<file path="src/rtl/irqf_pkg.sv">
`timescale 1ns/1ps
package irqf_pkg;
   typedef enum logic {
      EDGE_FALL = 1'b0,
      EDGE_RISE = 1'b1
   } edge_kind_e;

   localparam int REG_W      = 8;
   localparam int PIN_CNT    = 4;
   localparam int FLAG_CNT   = PIN_CNT + 2;
   localparam int BIT_DT     = REG_W - 1;
   localparam int BIT_TMR    = REG_W - 2;

   function automatic logic edge_hit(input logic cur, input logic prv, input logic sel);
      return (sel == EDGE_RISE) ? (cur & ~prv) : (~cur & prv);
   endfunction
endpackage

</file>
<file path="src/rtl/irqf_sync.sv">
`timescale 1ns/1ps
module irqf_sync #(
   parameter int   STAGES  = 2,
   parameter logic RST_VAL = 1'b0
) (
   input  logic clk,
   input  logic rst_n,
   input  logic d_async,
   output logic q_sync
);
   if (STAGES < 2) begin : g_bad_stages
      $error("irqf_sync: STAGES must be at least 2");
   end

   logic [STAGES-1:0] chain_q;

   always_ff @(posedge clk or negedge rst_n) begin
      if (!rst_n) chain_q <= {STAGES{RST_VAL}};
      else        chain_q <= {chain_q[STAGES-2:0], d_async};
   end

   assign q_sync = chain_q[STAGES-1];
endmodule

</file>
<file path="src/rtl/irqf_edge_det.sv">
`timescale 1ns/1ps
module irqf_edge_det #(
   parameter logic RST_VAL = 1'b0
) (
   input  logic clk,
   input  logic rst_n,
   input  logic lvl,
   input  logic sel_rise,
   input  logic arm,
   output logic hit
);
   import irqf_pkg::*;

   logic hist_q;

   // The history register follows the pin whether or not the pin is armed.
   always_ff @(posedge clk or negedge rst_n) begin
      if (!rst_n) hist_q <= RST_VAL;
      else        hist_q <= lvl;
   end

   assign hit = arm & edge_hit(lvl, hist_q, sel_rise);
endmodule

</file>
<file path="src/rtl/irqf_flag_cell.sv">
`timescale 1ns/1ps
module irqf_flag_cell (
   input  logic clk,
   input  logic rst_n,
   input  logic set_evt,
   input  logic clr_req,
   output logic flag_q
);
   // A set event takes priority over a clear in the same cycle.
   always_ff @(posedge clk or negedge rst_n) begin
      if (!rst_n)       flag_q <= 1'b0;
      else if (set_evt) flag_q <= 1'b1;
      else if (clr_req) flag_q <= 1'b0;
   end
endmodule

</file>
<file path="src/rtl/irq_flag_reg.sv">
`timescale 1ns/1ps
module irq_flag_reg #(
   parameter int   NUM_PINS    = 4,
   parameter int   DATA_W      = 8,
   parameter int   SYNC_STAGES = 2,
   parameter logic PIN_IDLE    = 1'b0
) (
   input  logic                clk,
   input  logic                rst_n,
   input  logic [NUM_PINS-1:0] pin_in,
   input  logic [NUM_PINS-1:0] pin_en,
   input  logic [NUM_PINS-1:0] pin_edge_sel,
   input  logic                tmr_ovf_pulse,
   input  logic                dt_sleep_evt,
   input  logic                dt_enable,
   input  logic                wr_en,
   input  logic [DATA_W-1:0]   wr_data,
   input  logic                rd_en,
   output logic [DATA_W-1:0]   rd_data,
   output logic [NUM_PINS-1:0] irq_pin,
   output logic                irq_tmr,
   output logic                irq_dt,
   output logic                irq_any
);
   localparam int NUM_FLAGS = NUM_PINS + 2;
   localparam int RSV_W     = DATA_W - NUM_FLAGS;
   localparam int POS_DT    = DATA_W - 1;
   localparam int POS_TMR   = DATA_W - 2;
   localparam int IDX_TMR   = NUM_PINS;
   localparam int IDX_DT    = NUM_PINS + 1;

   if (NUM_PINS < 1) begin : g_bad_pins
      $error("irq_flag_reg: NUM_PINS must be at least 1");
   end
   if (RSV_W < 1) begin : g_bad_width
      $error("irq_flag_reg: DATA_W leaves no reserved bits");
   end

   logic [NUM_PINS-1:0]  pin_sync;
   logic [NUM_PINS-1:0]  pin_hit;
   logic [NUM_FLAGS-1:0] set_vec;
   logic [NUM_FLAGS-1:0] clr_vec;
   logic [NUM_FLAGS-1:0] flag_vec;
   logic [NUM_FLAGS-1:0] wr_flag_bits;

   // Pin front end: synchronizer and edge detector per pin
   for (genvar p = 0; p < NUM_PINS; p++) begin : g_pin
      irqf_sync #(
         .STAGES  (SYNC_STAGES),
         .RST_VAL (PIN_IDLE)
      ) u_sync (
         .clk     (clk),
         .rst_n   (rst_n),
         .d_async (pin_in[p]),
         .q_sync  (pin_sync[p])
      );

      irqf_edge_det #(
         .RST_VAL (PIN_IDLE)
      ) u_edge (
         .clk      (clk),
         .rst_n    (rst_n),
         .lvl      (pin_sync[p]),
         .sel_rise (pin_edge_sel[p]),
         .arm      (pin_en[p]),
         .hit      (pin_hit[p])
      );
   end

   // Set and clear vectors in flag order: pins, then timer, then direct transition
   assign set_vec = {dt_sleep_evt & dt_enable, tmr_ovf_pulse, pin_hit};
   assign wr_flag_bits = {wr_data[POS_DT], wr_data[POS_TMR], wr_data[NUM_PINS-1:0]};
   assign clr_vec = wr_en ? ~wr_flag_bits : '0;

   for (genvar f = 0; f < NUM_FLAGS; f++) begin : g_flag
      irqf_flag_cell u_cell (
         .clk     (clk),
         .rst_n   (rst_n),
         .set_evt (set_vec[f]),
         .clr_req (clr_vec[f]),
         .flag_q  (flag_vec[f])
      );
   end

   // Outputs
   assign irq_pin = flag_vec[NUM_PINS-1:0];
   assign irq_tmr = flag_vec[IDX_TMR];
   assign irq_dt  = flag_vec[IDX_DT];
   assign irq_any = |flag_vec;

   assign rd_data = rd_en ? {flag_vec[IDX_DT], flag_vec[IDX_TMR], {RSV_W{1'b1}},
                             flag_vec[NUM_PINS-1:0]}
                          : '0;
endmodule

</file>
<file path="config.mk">
export PLATFORM = sky130hd
export DESIGN_NAME = irq_flag_reg
export DESIGN_NICKNAME = d
export VERILOG_FILES = /design/src/rtl/irqf_pkg.sv /design/src/rtl/irqf_sync.sv /design/src/rtl/irqf_edge_det.sv /design/src/rtl/irqf_flag_cell.sv /design/src/rtl/irq_flag_reg.sv
export SDC_FILE = /design/constraint.sdc
export NUM_CORES = 1
export LEC_CHECK = 0
export ABC_CLOCK_PERIOD_IN_PS = 1300
export BUFFER_PORTS_ARGS = -buffer_cell sky130_fd_sc_hd__buf_2
export CORE_MARGIN = 1.5
export CORE_UTILIZATION = 41
export CTS_BUF_LIST = sky130_fd_sc_hd__clkbuf_8 sky130_fd_sc_hd__clkbuf_16
export DETAILED_ROUTE_END_ITERATION = 8
export PLACE_DENSITY = 0.86
export SYNTH_ARGS = -nofsm -noshare
export SYNTH_HDL_FRONTEND = slang
export SYNTH_SLANG_ARGS = --single-unit
</file>
<file path="constraint.sdc">
create_clock -name clk -period 1.3 [get_ports clk]
set_clock_uncertainty 0.05 [all_clocks]
set_input_delay 0.065 -clock clk [delete_from_list [all_inputs] [get_ports clk]]
set_output_delay 0.065 -clock clk [all_outputs]
set_load 0.005 [all_outputs]
</file>
---- Word level (Yosys, flattened, before mapping) ----
Cells that the tools add are included.
word-level totals
  register bits after elaboration ......... 18
  output and inout port bits .............. 15
  logic and storage cells ................. 61
cells by class
  multiplexer cells ....................... 18
  bitwise gates (word level) .............. 22
  reduce and logical (&&, ||, !) cells .... 7
operators with widths
  kind                number
  two-way mux 1 bit   16
  bitwise AND 1 bit   13
  nonzero test 2 bit  6
  two-way mux 8 bit   1
  NOT 1 bit           8
  two-way mux 6 bit   1
  NOT 6 bit           1
  OR reduction 6 bit  1

---- Longest topological paths before layout ----
Gate-level depths: netlist (run 1).
  depth in word-level cells ............... 5
  gate-level depth with buffers ........... 2
  depth with buffers taken out ............ 2

---- Cells and area by module ----
From an unflattened synthesis (run 1), not the netlist that was laid out.
second synthesis, totals
  cells, all modules ...................... 60
  area total of the unflattened synthesis .. 724.4 um2
by module, submodules not included
  module          instances  cells an instance  area each (um2)  sequential area each (um2)
  irqf_flag_cell  6          3                  36.3             25.0
  irqf_sync       4          2                  50.0             50.0
  irqf_edge_det   4          4                  48.8             25.0
  irq_flag_reg    1          18                 111.4            0.0

---- Worst setup path after synthesis (run 1) ----
OpenSTA, ideal clock, no wires.
  kind .................................... flip-flop to flip-flop
  start point ............................. register g_pin[0].u_edge.hist_q
  end point ............................... register g_flag[0].u_cell.flag_q
  setup time .............................. 0.124 ns
  arrival ................................. 0.776 ns
  data required time ...................... 1.126 ns
  setup slack ............................. 0.350 ns
  cell stages (with the launch flop) ...... 3
  clock period less this slack ............ 0.950 ns
  cell sequence ........................... dfrtp_1 > and4bb_1 > a211o_1
between the ends
  cells in the longest elaborated chain, start to end .. 5
  elaborated cells on any way between the ends .. 7
  those cells by class .................... mux: 2; bitwise: 4; reduce/logical: 1
RTL lines
  what                                                            RTL line              RTL
  start: declaration                                              irqf_edge_det.sv:14   logic hist_q;
  start signal: assignment                                        irqf_edge_det.sv:19   else hist_q <= lvl;
  NOT 1 bit                                                       irqf_pkg.sv:15        return (sel == EDGE_RISE) ? (cur & ~prv) : (~cur & prv);
  bitwise AND 1 bit                                               irqf_pkg.sv:15
  two-way mux 1 bit (*)                                           irqf_pkg.sv:15
  bitwise AND 1 bit (*)                                           irqf_edge_det.sv:22   assign hit = arm & edge_hit(lvl, hist_q, sel_rise);
  two-way mux 1 bit / nonzero test 2 bit (equally long branches)  -
  end signal: assignment                                          irqf_flag_cell.sv:11  if (!rst_n) flag_q <= 1'b0;
  end signal: assignment                                          irqf_flag_cell.sv:12  else if (set_evt) flag_q <= 1'b1;
  end signal: assignment                                          irqf_flag_cell.sv:13  else if (clr_req) flag_q <= 1'b0;
  end: declaration                                                irqf_flag_cell.sv:7   output logic flag_q
Mark *: on every way between the ends. The rest lies on a longest branch, timed or not.
A chain may end at the register's enable or synchronous reset.

---- Final worst setup path (run 1) ----
  start point ............................. register g_flag[4].u_cell.flag_q
  end point ............................... output irq_any
between the ends
  cells in the longest elaborated chain, start to end .. 1
RTL lines
  what                      RTL line              RTL
  start: declaration        irqf_flag_cell.sv:7
  start signal: assignment  irqf_flag_cell.sv:11
  start signal: assignment  irqf_flag_cell.sv:12
  start signal: assignment  irqf_flag_cell.sv:13
  OR reduction 6 bit        irq_flag_reg.sv:89    assign irq_any = |flag_vec;
  end: declaration          irq_flag_reg.sv:23    output logic irq_any
Every way passes these cells.

==> results.ini, run 1 <==
[routing]
met1_length_um = 574
drc = 0
drt-pass1-iter-count = 2
wl_met3_um = 81
drt-vias-per-instance = 4.97
top_layer_used = met3
ant_nets = 0
routed_wl_mm = 1.45
wl_met2_um = 793
vias = 576
drt_first_iter_violations = 2
wire_per_inst_um = 12.5

[placement]
dp_hpwl_um = 984
place_ws_ns = 0.292
dp.cells = 103
place_congestion = 0.578
portBuffers = 39

[yosys]
avgSynthCellArea_sq_um = 13.7
syn_nets = 80
synth_area_leader_cell = dfrtp_1
synth_seq_cells = 18
async_reset_ff_frac = 1.00
ys_top_cells_by_area = dfrtp_1 (62%), and4bb_1 (6.9%), buf_4 (6.2%)
syn_area_sq_um = 726
synth_ff_type = dfrtp_1
synth_cell_types = 12
yosys_warnings = 0
synth_common_cells = dfrtp_1 (18), and2_1 (6), buf_4 (6), nand2b_1 (6)
netlist.area_leader.share = 0.621
ys_seq_area_frac = 0.621
synthCells = 53
synth-edff-count = 0
synth.most_common_cell = dfrtp_1

[cells_and_area]
syn2layout_area_growth_pct = 44.1
drive_above_1_share = 0.455
n_antenna_cell = 0
nets = 127
final_cells = 116

[global_routing]
antenna_found_initial = 0
grt_pass1_vias = 537
track_usage = 0.157
grt_max_degree = 19
grt_pass1_wl_mm = 2.24
grt.overflow.total = 0

[clock_network]
clock_path_buffers = 2
cts_buffers = 3
clk_pin_slew_ns = 0.07
cts_root_buffer = clkbuf_8
clkSinkCount = 18
cts_tree = yes
cts_htree_levels = 1
clk_latency_ns = 0.25

[setup_path]
critPathKind = flip-flop to primary output
cp.arrival_ns = 1.13
crit_path_max_fanout = 4
crit_path_cell_trace = nor4_2 > nand2_1 > buf_2
ff2ff_path_depth = 2
critPathMaxStageDelay_ns = 0.42
r2r_setup_slack_ns = 0.29
end_kind = primary output
critPathSlowestCell = dfrtp_1
crit_start = g_flag[4].u_cell.flag_q
r2r-start = g_pin[2].u_edge.hist_q
start_kind = flip-flop
required_ns = 1.19
worstReg2RegEnd = g_flag[2].u_cell.flag_q

[floorplan]
fp.dieW_um = 45.1
die_area_sq_um = 2030
initial_core_util = 0.430
die_y_um = 45.1
io_pins = 42
core_sq_um = 1690
num_rows = 15

[pwr]
p_leak_nw = 0.559
peakVddDrop_mv = 0.683
pwr_density_cell_nw_per_um2 = 1200

[timing]
fin_ws_ns = 0.0566
grt_setup_unrepaired = yes
timing.final.crit_share = 0.956
setup_violations = 0
worst_pin_slew_ns = 0.374
fmaxAchievable_mhz = 804
maxSlewHeadroom = 0.751
fin_crit_ns = 1.24
drv_slew = 0
finalHoldViolCount = 0

[job]
max-cap-violations = 0

[min_path]
whs_path_depth = 3
min_to = g_flag[3].u_cell.flag_q
hold_class = input port to flip-flop
min_from = wr_data[3]

[run_status]
outcome = finished clean

==> where the power goes <==
part           switching [mW]  leakage, nW  internal, mW  total, mW
Clock                   0.173       0.0288         0.269      0.442
Combinational          0.0653        0.320         0.111      0.176
Sequential             0.0350        0.211         0.603      0.638
==> sequential cells by signal, indices dropped and copies added, names as in the netlist <==
| name | cells |
|---|---|
| g_pin.u_sync.chain_q | 8 |
| g_flag.u_cell.flag_q | 6 |
| g_pin.u_edge.hist_q | 4 |
==> per-stage QoR <==
step | setup TNS, ns | instance area, sq um | power, mW | hold WS [ns] | util
floorplan | 0 | 726 | 0.724 | -0.281 | -
global placement | 0 | 897 | 0.792 | -0.0523 | 0.531
detailed placement | 0 | 897 | 0.800 | -0.0425 | 0.531
CTS | 0 | 1030 | 1.27 | 0.0499 | 0.611
global route | -0.0269 | 1050 | 1.32 | 0.0746 | 0.619
finish | 0 | 1050 | 1.26 | 0.0578 | 0.619
==> cell families after synthesis <==
logic type             after synthesis  synth area share
AOI/OAI and AO/OA                    6            0.0707
DFF                                 18             0.621
buffers and inverters                6            0.0621
and+or+nand+nor                     23             0.247
==> how the worst max path moves through the flow <==
stage / to / slack [ns] / depth (start not counted)
after floorplan: g_flag[0].u_cell.flag_q / 0.35 / 2
after global placement: g_flag[1].u_cell.flag_q / 0.32 / 2
after detailed placement: g_flag[1].u_cell.flag_q / 0.29 / 2
after CTS: irq_any / 0.03 / 3
after global routing: irq_any / -0.03 / 3
final: irq_any / 0.06 / 3
==> metal layers <==
metal  GRT usage  vias to the layer above
met5           0                        -
met4      0.0706                        0
met3      0.0360                        0
met2       0.271                       26
met1       0.184                      275
li1            -                      275
==> cell type report <==
cell class,count,area [sq um]
timing repair buffer,48,283
fill,147,643
sequential,18,450
multi-input combinational,29,236
tap,17,21.3
clock buffer,4,55.1
==> timing repair <==
action / in CTS / in global routing
hold endpoints to repair: 24 / 0
gates resized for setup: 0 / 1
hold buffers: 8 / 0
setup endpoints to repair: 0 / 1
buffers inserted: 0 / 1
==> cell usage in the layout, fill, tap and decap left out, drive strengths merged <==
master / n
nor4: 1
dfrtp: 18
dlygate4sd3: 8
and4b: 4
nand2: 1
buf: 40
a22o: 1
and4bb: 4
a211o: 4
and2: 6
a21o: 1
nand2b: 6
clkbuf: 4
nor2: 1
==> critical path, delay by kind of cell (launching register included) <==
kind	cells	cell delay [ns]
flops	1	0.42
simple gates	2	0.34
buf+inv	1	0.13
(Power assumes the default switching activity.)
==> run 2: changes to the inputs <==
--- a/config.mk
+++ b/config.mk
@@ -12,6 +12,7 @@
 export CTS_BUF_LIST = sky130_fd_sc_hd__clkbuf_8 sky130_fd_sc_hd__clkbuf_16
 export DETAILED_ROUTE_END_ITERATION = 8
 export PLACE_DENSITY = 0.86
+export RECOVER_POWER = 50
 export SYNTH_ARGS = -nofsm -noshare
 export SYNTH_HDL_FRONTEND = slang
 export SYNTH_SLANG_ARGS = --single-unit
==> run 2 against run 1 <==
Against the previous run:
- count of clock-buffer cells in the layout stayed put
- sequential cell count unchanged
- utilization decreased by 0.15 points
- largest cell class unchanged
- sequential power about the same
- global-route usage unchanged
- critical path type unchanged
- non-clock buffer count is the same
- largest power group unchanged
- highest routed layer unchanged
==> results.ini, run 2 (synthesis results as in run 1) <==
[timing]
finalHoldViolCount = 0  ; unchanged
fin_crit_ns = 1.24  ; +0.000235 ns
fmaxAchievable_mhz = 804  ; about the same
timing.final.crit_share = 0.957  ; about the same
worst_pin_slew_ns = 0.414  ; +0.0403 ns
maxSlewHeadroom = 0.724  ; -0.0269
grt_setup_unrepaired = yes
drv_slew = 0  ; unchanged
setup_violations = 0  ; unchanged

[routing]
wire_per_inst_um = 12.3  ; -1.9%
drc = 0  ; unchanged
routed_wl_mm = 1.42  ; -1.9%
ant_nets = 0  ; unchanged
drt_first_iter_violations = 1  ; -1
drt-pass1-iter-count = 4  ; +2
vias = 566  ; -1.7%
drt-vias-per-instance = 4.88  ; -1.7%

[pwr]
p_leak_nw = 0.554  ; -0.95%
p_sw_uw = 271  ; -0.72%
swShare = 0.217  ; -0.00105
pwr-share-seq = 0.509  ; about the same
pwr-share-comb = 0.140  ; about the same
pwr_density_cell_nw_per_um2 = 1200  ; about the same
p_total_mw = 1.25  ; -0.23%
peakVddDrop_mv = 0.682  ; -0.17%
p_int_uw = 981  ; about the same
p_clk_frac = 0.351  ; about the same

[cells_and_area]
largest_register_ffs = 8  ; unchanged
regMostFlops = g_pin.u_sync.chain_q
layout_commonest_cell = buf_2
n_antenna_cell = 0  ; unchanged
design_area_sq_um = 1040  ; -0.24%
drive_above_1_share = 0.434  ; -0.0202
reg_top3 = g_pin.u_sync.chain_q: 8 flops, g_flag.u_cell.flag_q: 6 flops, g_pin.u_edge.hist_q: 4 flops
nets = 127  ; unchanged
fillers = 149  ; +1.4%
layout_common_cells = buf_2 (36), dfrtp_1 (18), dlygate4sd3_1 (8), and2_1 (6), nand2b_1 (6)
syn2layout_area_growth_pct = 43.8

[placement]
placed_area_sq_um = 897  ; unchanged
place_congestion = 0.578  ; unchanged
dp_hpwl_um = 984  ; unchanged
portBuffers = 39  ; unchanged

[clock_network]
clkSinkCount = 18  ; unchanged
cts_root_buffer = clkbuf_8
clk_pin_slew_ns = 0.07  ; about the same
clk_latency_ns = 0.25  ; about the same
cts_htree_levels = 1  ; unchanged
cts_tree = yes
cts_buffers = 3  ; unchanged
clock_path_buffers = 2  ; unchanged

[floorplan]
initial_core_util = 0.430  ; unchanged
fp.dieW_um = 45.1  ; unchanged
core_sq_um = 1690  ; unchanged
die_area_sq_um = 2030  ; unchanged
die_y_um = 45.1  ; unchanged
num_rows = 15  ; unchanged
io_pins = 42  ; unchanged

[setup_path]
end_kind = primary output
critPathKind = flip-flop to primary output
crit_path_max_fanout = 4  ; unchanged
start_kind = flip-flop
required_ns = 1.19  ; about the same
cp.arrival_ns = 1.13  ; about the same

[global_routing]
grt.overflow.total = 0  ; unchanged
grt_pass1_vias = 537  ; unchanged
grt_max_degree = 19  ; unchanged
track_usage = 0.157  ; unchanged
antenna_found_initial = 0  ; unchanged
grt_pass1_wl_mm = 2.24  ; unchanged

[run_status]
outcome = finished clean

[job]
max-cap-violations = 0  ; unchanged

[min_path]
hold_class = input port to flip-flop

-- run 2: power groups by stage --
stage	Combinational, mW	Clock, mW	Sequential [mW]
final	0.175	0.440	0.638
after global routing	0.196	0.479	0.644
after CTS	0.172	0.460	0.636
after detailed placement	0.153	0	0.647
after global placement	0.149	0	0.643
after floorplan	0.0870	0	0.637
-- run 2: timing repair --
action / in CTS / in global routing
endpoints found under the hold margin: 24 / 0
buffers inserted: 0 / 1
hold buffers: 8 / 0
endpoints found under the setup margin: 0 / 1
gates resized for setup: 0 / 1
-- run 2: path summary, 6_finish.rpt --
check                                      startpoint                    endpoint  slack (ns)  depth (start not counted)
min                                        wr_data[3]     g_flag[3].u_cell.flag_q        0.06                          3
max                           g_flag[4].u_cell.flag_q                     irq_any        0.06                          3
min reg2reg                g_pin[2].u_sync.chain_q[0]  g_pin[2].u_sync.chain_q[1]        0.30                          0
max reg2reg                    g_pin[2].u_edge.hist_q     g_flag[2].u_cell.flag_q        0.29                          2
max in group asynchronous                       rst_n     g_flag[4].u_cell.flag_q        0.67                          2
min in group asynchronous                       rst_n     g_flag[5].u_cell.flag_q        0.24                          2
-- run 2: through the flow --
stage | utilization | instances | setup WS (ns) | setup TNS, ns | hold WS [ns]
detailed placement | 0.531 | 103 | 0.292 | 0 | -0.0425
finish | 0.618 | 116 | 0.0564 | 0 | 0.0594
global route | 0.618 | 116 | -0.0269 | -0.0269 | 0.0746
global placement | 0.531 | 103 | 0.319 | 0 | -0.0523
floorplan | - | 53 | 0.350 | 0 | -0.281
CTS | 0.611 | 115 | 0.0258 | 0 | 0.0499
-- run 2: final cells by class --
type	instances	area [sq um]	share of cell area
Tap cell	17	21.3	0.0204
Multi-Input combinational cell	29	236	0.227
Clock buffer	4	55.1	0.0528
Timing Repair Buffer	48	280	0.269
Sequential cell	18	450	0.432
-- run 2: layer usage --
layer / wire length (um) / vias to the layer above / global-route usage
li1: - / 275 / -
met1: 560 / 265 / 0.184
met2: 778 / 26 / 0.271
met3: 83 / 0 / 0.0360
met4: 0 / 0 / 0.0706
met5: 0 / - / 0
-- run 2: critical path, cell delays in order, from the launching register on --
cell     delay [ns]
dfrtp_1        0.41
nor4_2         0.27
nand2_1        0.07
buf_2          0.13
==> run 3: changes to the inputs <==
--- a/config.mk
+++ b/config.mk
@@ -9,7 +9,6 @@
 export BUFFER_PORTS_ARGS = -buffer_cell sky130_fd_sc_hd__buf_2
 export CORE_MARGIN = 1.5
 export CORE_UTILIZATION = 41
-export CTS_BUF_LIST = sky130_fd_sc_hd__clkbuf_8 sky130_fd_sc_hd__clkbuf_16
 export DETAILED_ROUTE_END_ITERATION = 8
 export PLACE_DENSITY = 0.86
 export RECOVER_POWER = 50
==> run 3 against run 2 <==
Against the previous run:
- design area down 1.1%
- sequential power down 0.9%
- power down 7.4%
- utilization down 0.67 points
- critical path type unchanged
- via count up 0.35%
- worst hold slack worse by 0.043 ns
- non-clock buffer count up 1
- register-to-register slack worse by 0.02 ns
- largest power group unchanged
- wire length up 1.1%
- global-route usage up 0.58 points
- worst setup slack worse by 0.014 ns
- critical path depth unchanged
==> results.ini, run 3 (synthesis results as in run 1) <==
[setup_path]
setup.worst_path.end = irq_any
r2r_setup_slack_ns = 0.27  ; -0.02 ns
cp.arrival_ns = 1.14  ; about the same
r2r-start = g_pin[1].u_sync.chain_q[1]
critPathKind = flip-flop to primary output
crit_start = g_flag[2].u_cell.flag_q
end_kind = primary output
crit_path_max_fanout = 2  ; -2
ff2ff_path_depth = 2  ; unchanged
worstReg2RegEnd = g_flag[1].u_cell.flag_q
start_kind = flip-flop
required_ns = 1.19  ; about the same

[cells_and_area]
layout_common_cells = buf_2 (36), dfrtp_1 (18), dlygate4sd3_1 (8), and2_1 (6), nand2b_1 (6)
nets = 128  ; +0.79%
drive_above_1_share = 0.440  ; +0.00566
layout_commonest_cell = buf_2
regMostFlops = g_pin.u_sync.chain_q
reg_top3 = g_pin.u_sync.chain_q: 8 flops, g_flag.u_cell.flag_q: 6 flops, g_pin.u_edge.hist_q: 4 flops
n_antenna_cell = 0  ; unchanged
largest_register_ffs = 8  ; unchanged
syn2layout_area_growth_pct = 42.2

[timing]
timing.final.crit_share = 0.968  ; +0.0110
fmaxAchievable_mhz = 795  ; -1.1%
maxSlewHeadroom = 0.715  ; -0.00939
setup_violations = 0  ; unchanged
fin_ws_ns = 0.0420  ; -0.0143 ns
worst_pin_slew_ns = 0.428  ; +0.0141 ns
drv_slew = 0  ; unchanged
finalHoldViolCount = 0  ; unchanged
fin_crit_ns = 1.26  ; +0.0143 ns
grt_setup_unrepaired = yes

[floorplan]
num_rows = 15  ; unchanged
die_area_sq_um = 2030  ; unchanged
initial_core_util = 0.430  ; unchanged
io_pins = 42  ; unchanged
die_y_um = 45.1  ; unchanged
fp.dieW_um = 45.1  ; unchanged
core_sq_um = 1690  ; unchanged

[min_path]
hold_class = input port to flip-flop

[clock_network]
clk_pin_slew_ns = 0.10  ; +0.03 ns
cts_root_buffer = clkbuf_4
cts_tree = yes
clk_latency_ns = 0.28  ; +0.03 ns
clock_path_buffers = 2  ; unchanged
clkSinkCount = 18  ; unchanged
cts_buffers = 3  ; unchanged
cts_htree_levels = 1  ; unchanged

[routing]
drc = 0  ; unchanged
drt-pass1-iter-count = 4  ; unchanged
wire_per_inst_um = 12.3  ; +0.26%
routed_wl_mm = 1.44  ; +1.1%
drt-vias-per-instance = 4.85  ; -0.50%
drt_first_iter_violations = 2  ; +1
ant_nets = 0  ; unchanged
vias = 568  ; +0.35%

[global_routing]
grt_pass1_wl_mm = 2.33  ; +4.0%
grt.overflow.total = 0  ; unchanged
track_usage = 0.162  ; +0.00579
antenna_found_initial = 0  ; unchanged
grt_max_degree = 19  ; unchanged
grt_pass1_vias = 554  ; +3.2%

[placement]
place_ws_ns = 0.292  ; unchanged
dp_hpwl_um = 984  ; unchanged
portBuffers = 39  ; unchanged
place_congestion = 0.578  ; unchanged

[pwr]
p_total_mw = 1.16  ; -7.4%
peakVddDrop_mv = 0.644  ; -5.6%
p_leak_nw = 0.552  ; -0.36%
pwr_density_cell_nw_per_um2 = 1120  ; -6.4%

[run_status]
outcome = finished clean

[job]
max-cap-violations = 0  ; unchanged

==> run 3: cell count changes in the layout (fill, tap and decap cells not counted), sizes merged <==
| cell | before | now |
|---|---|---|
| buf | 37 | 38 |
==> run 3: worst min-delay path by stage <==
stage | from | endpoint | slack (ns) | cells after the start
after CTS | wr_data[3] | g_flag[3].u_cell.flag_q | 0.008 | 3
after global placement | rst_n | g_flag[5].u_cell.flag_q | -0.05 | 1
final | wr_data[3] | g_flag[3].u_cell.flag_q | 0.02 | 3
after global routing | wr_data[3] | g_flag[3].u_cell.flag_q | 0.02 | 3
after floorplan | rst_n | g_flag[0].u_cell.flag_q | -0.28 | 0
after detailed placement | rst_n | g_flag[5].u_cell.flag_q | -0.04 | 1
==> run 3: area by class of cell <==
type,instances,area (sq um)
multi-input cells,29,236
clock buffers,4,36.3
repair buffers,49,288
fillers,144,657
flip-flops and latches,18,450
well taps,17,21.3
==> run 3: power breakdown <==
part           internal (mW)  switching, mW  leakage [nW]
registers              0.602         0.0299         0.211
logic                  0.118         0.0721         0.320
clock network          0.170          0.167        0.0210
total                  0.891          0.269         0.552
==> run 3: worst max-delay path, cell delays in order, from the launching register on <==
cell     delay [ns]
dfrtp_1        0.40
nor4_2         0.26
nand2_1        0.08
buf_2          0.13
==> run 3: what timing repair did <==
item	4_1_cts	5_1_grt
setup endpoints to repair	1	1
buffers inserted	2	0
endpoints found under the hold margin	24	0
gates resized for setup	0	1
hold buffers	8	0
==> run 3: per-layer routing <==
| metal | part of all wire | vias to the layer above | GRT usage |
|---|---|---|---|
| li1 | - | 278 | - |
| met1 | 0.42 | 264 | 0.202 |
| met2 | 0.52 | 26 | 0.271 |
| met3 | 0.060 | 0 | 0.0360 |
| met4 | 0 | 0 | 0.0706 |
| met5 | 0 | - | 0 |
==> run 3: per-stage QoR <==
stage                     TNS [ns]  instance area (sq um)  cells  hold WS (ns)  utilization
after CTS                        0                   1030    117       0.00762        0.609
final                            0                   1030    117        0.0160        0.611
after global routing       -0.0618                   1030    117        0.0245        0.611
after detailed placement         0                    897    103       -0.0425        0.531
after floorplan                  0                    726     53        -0.281            -
after global placement           0                    897    103       -0.0523        0.531
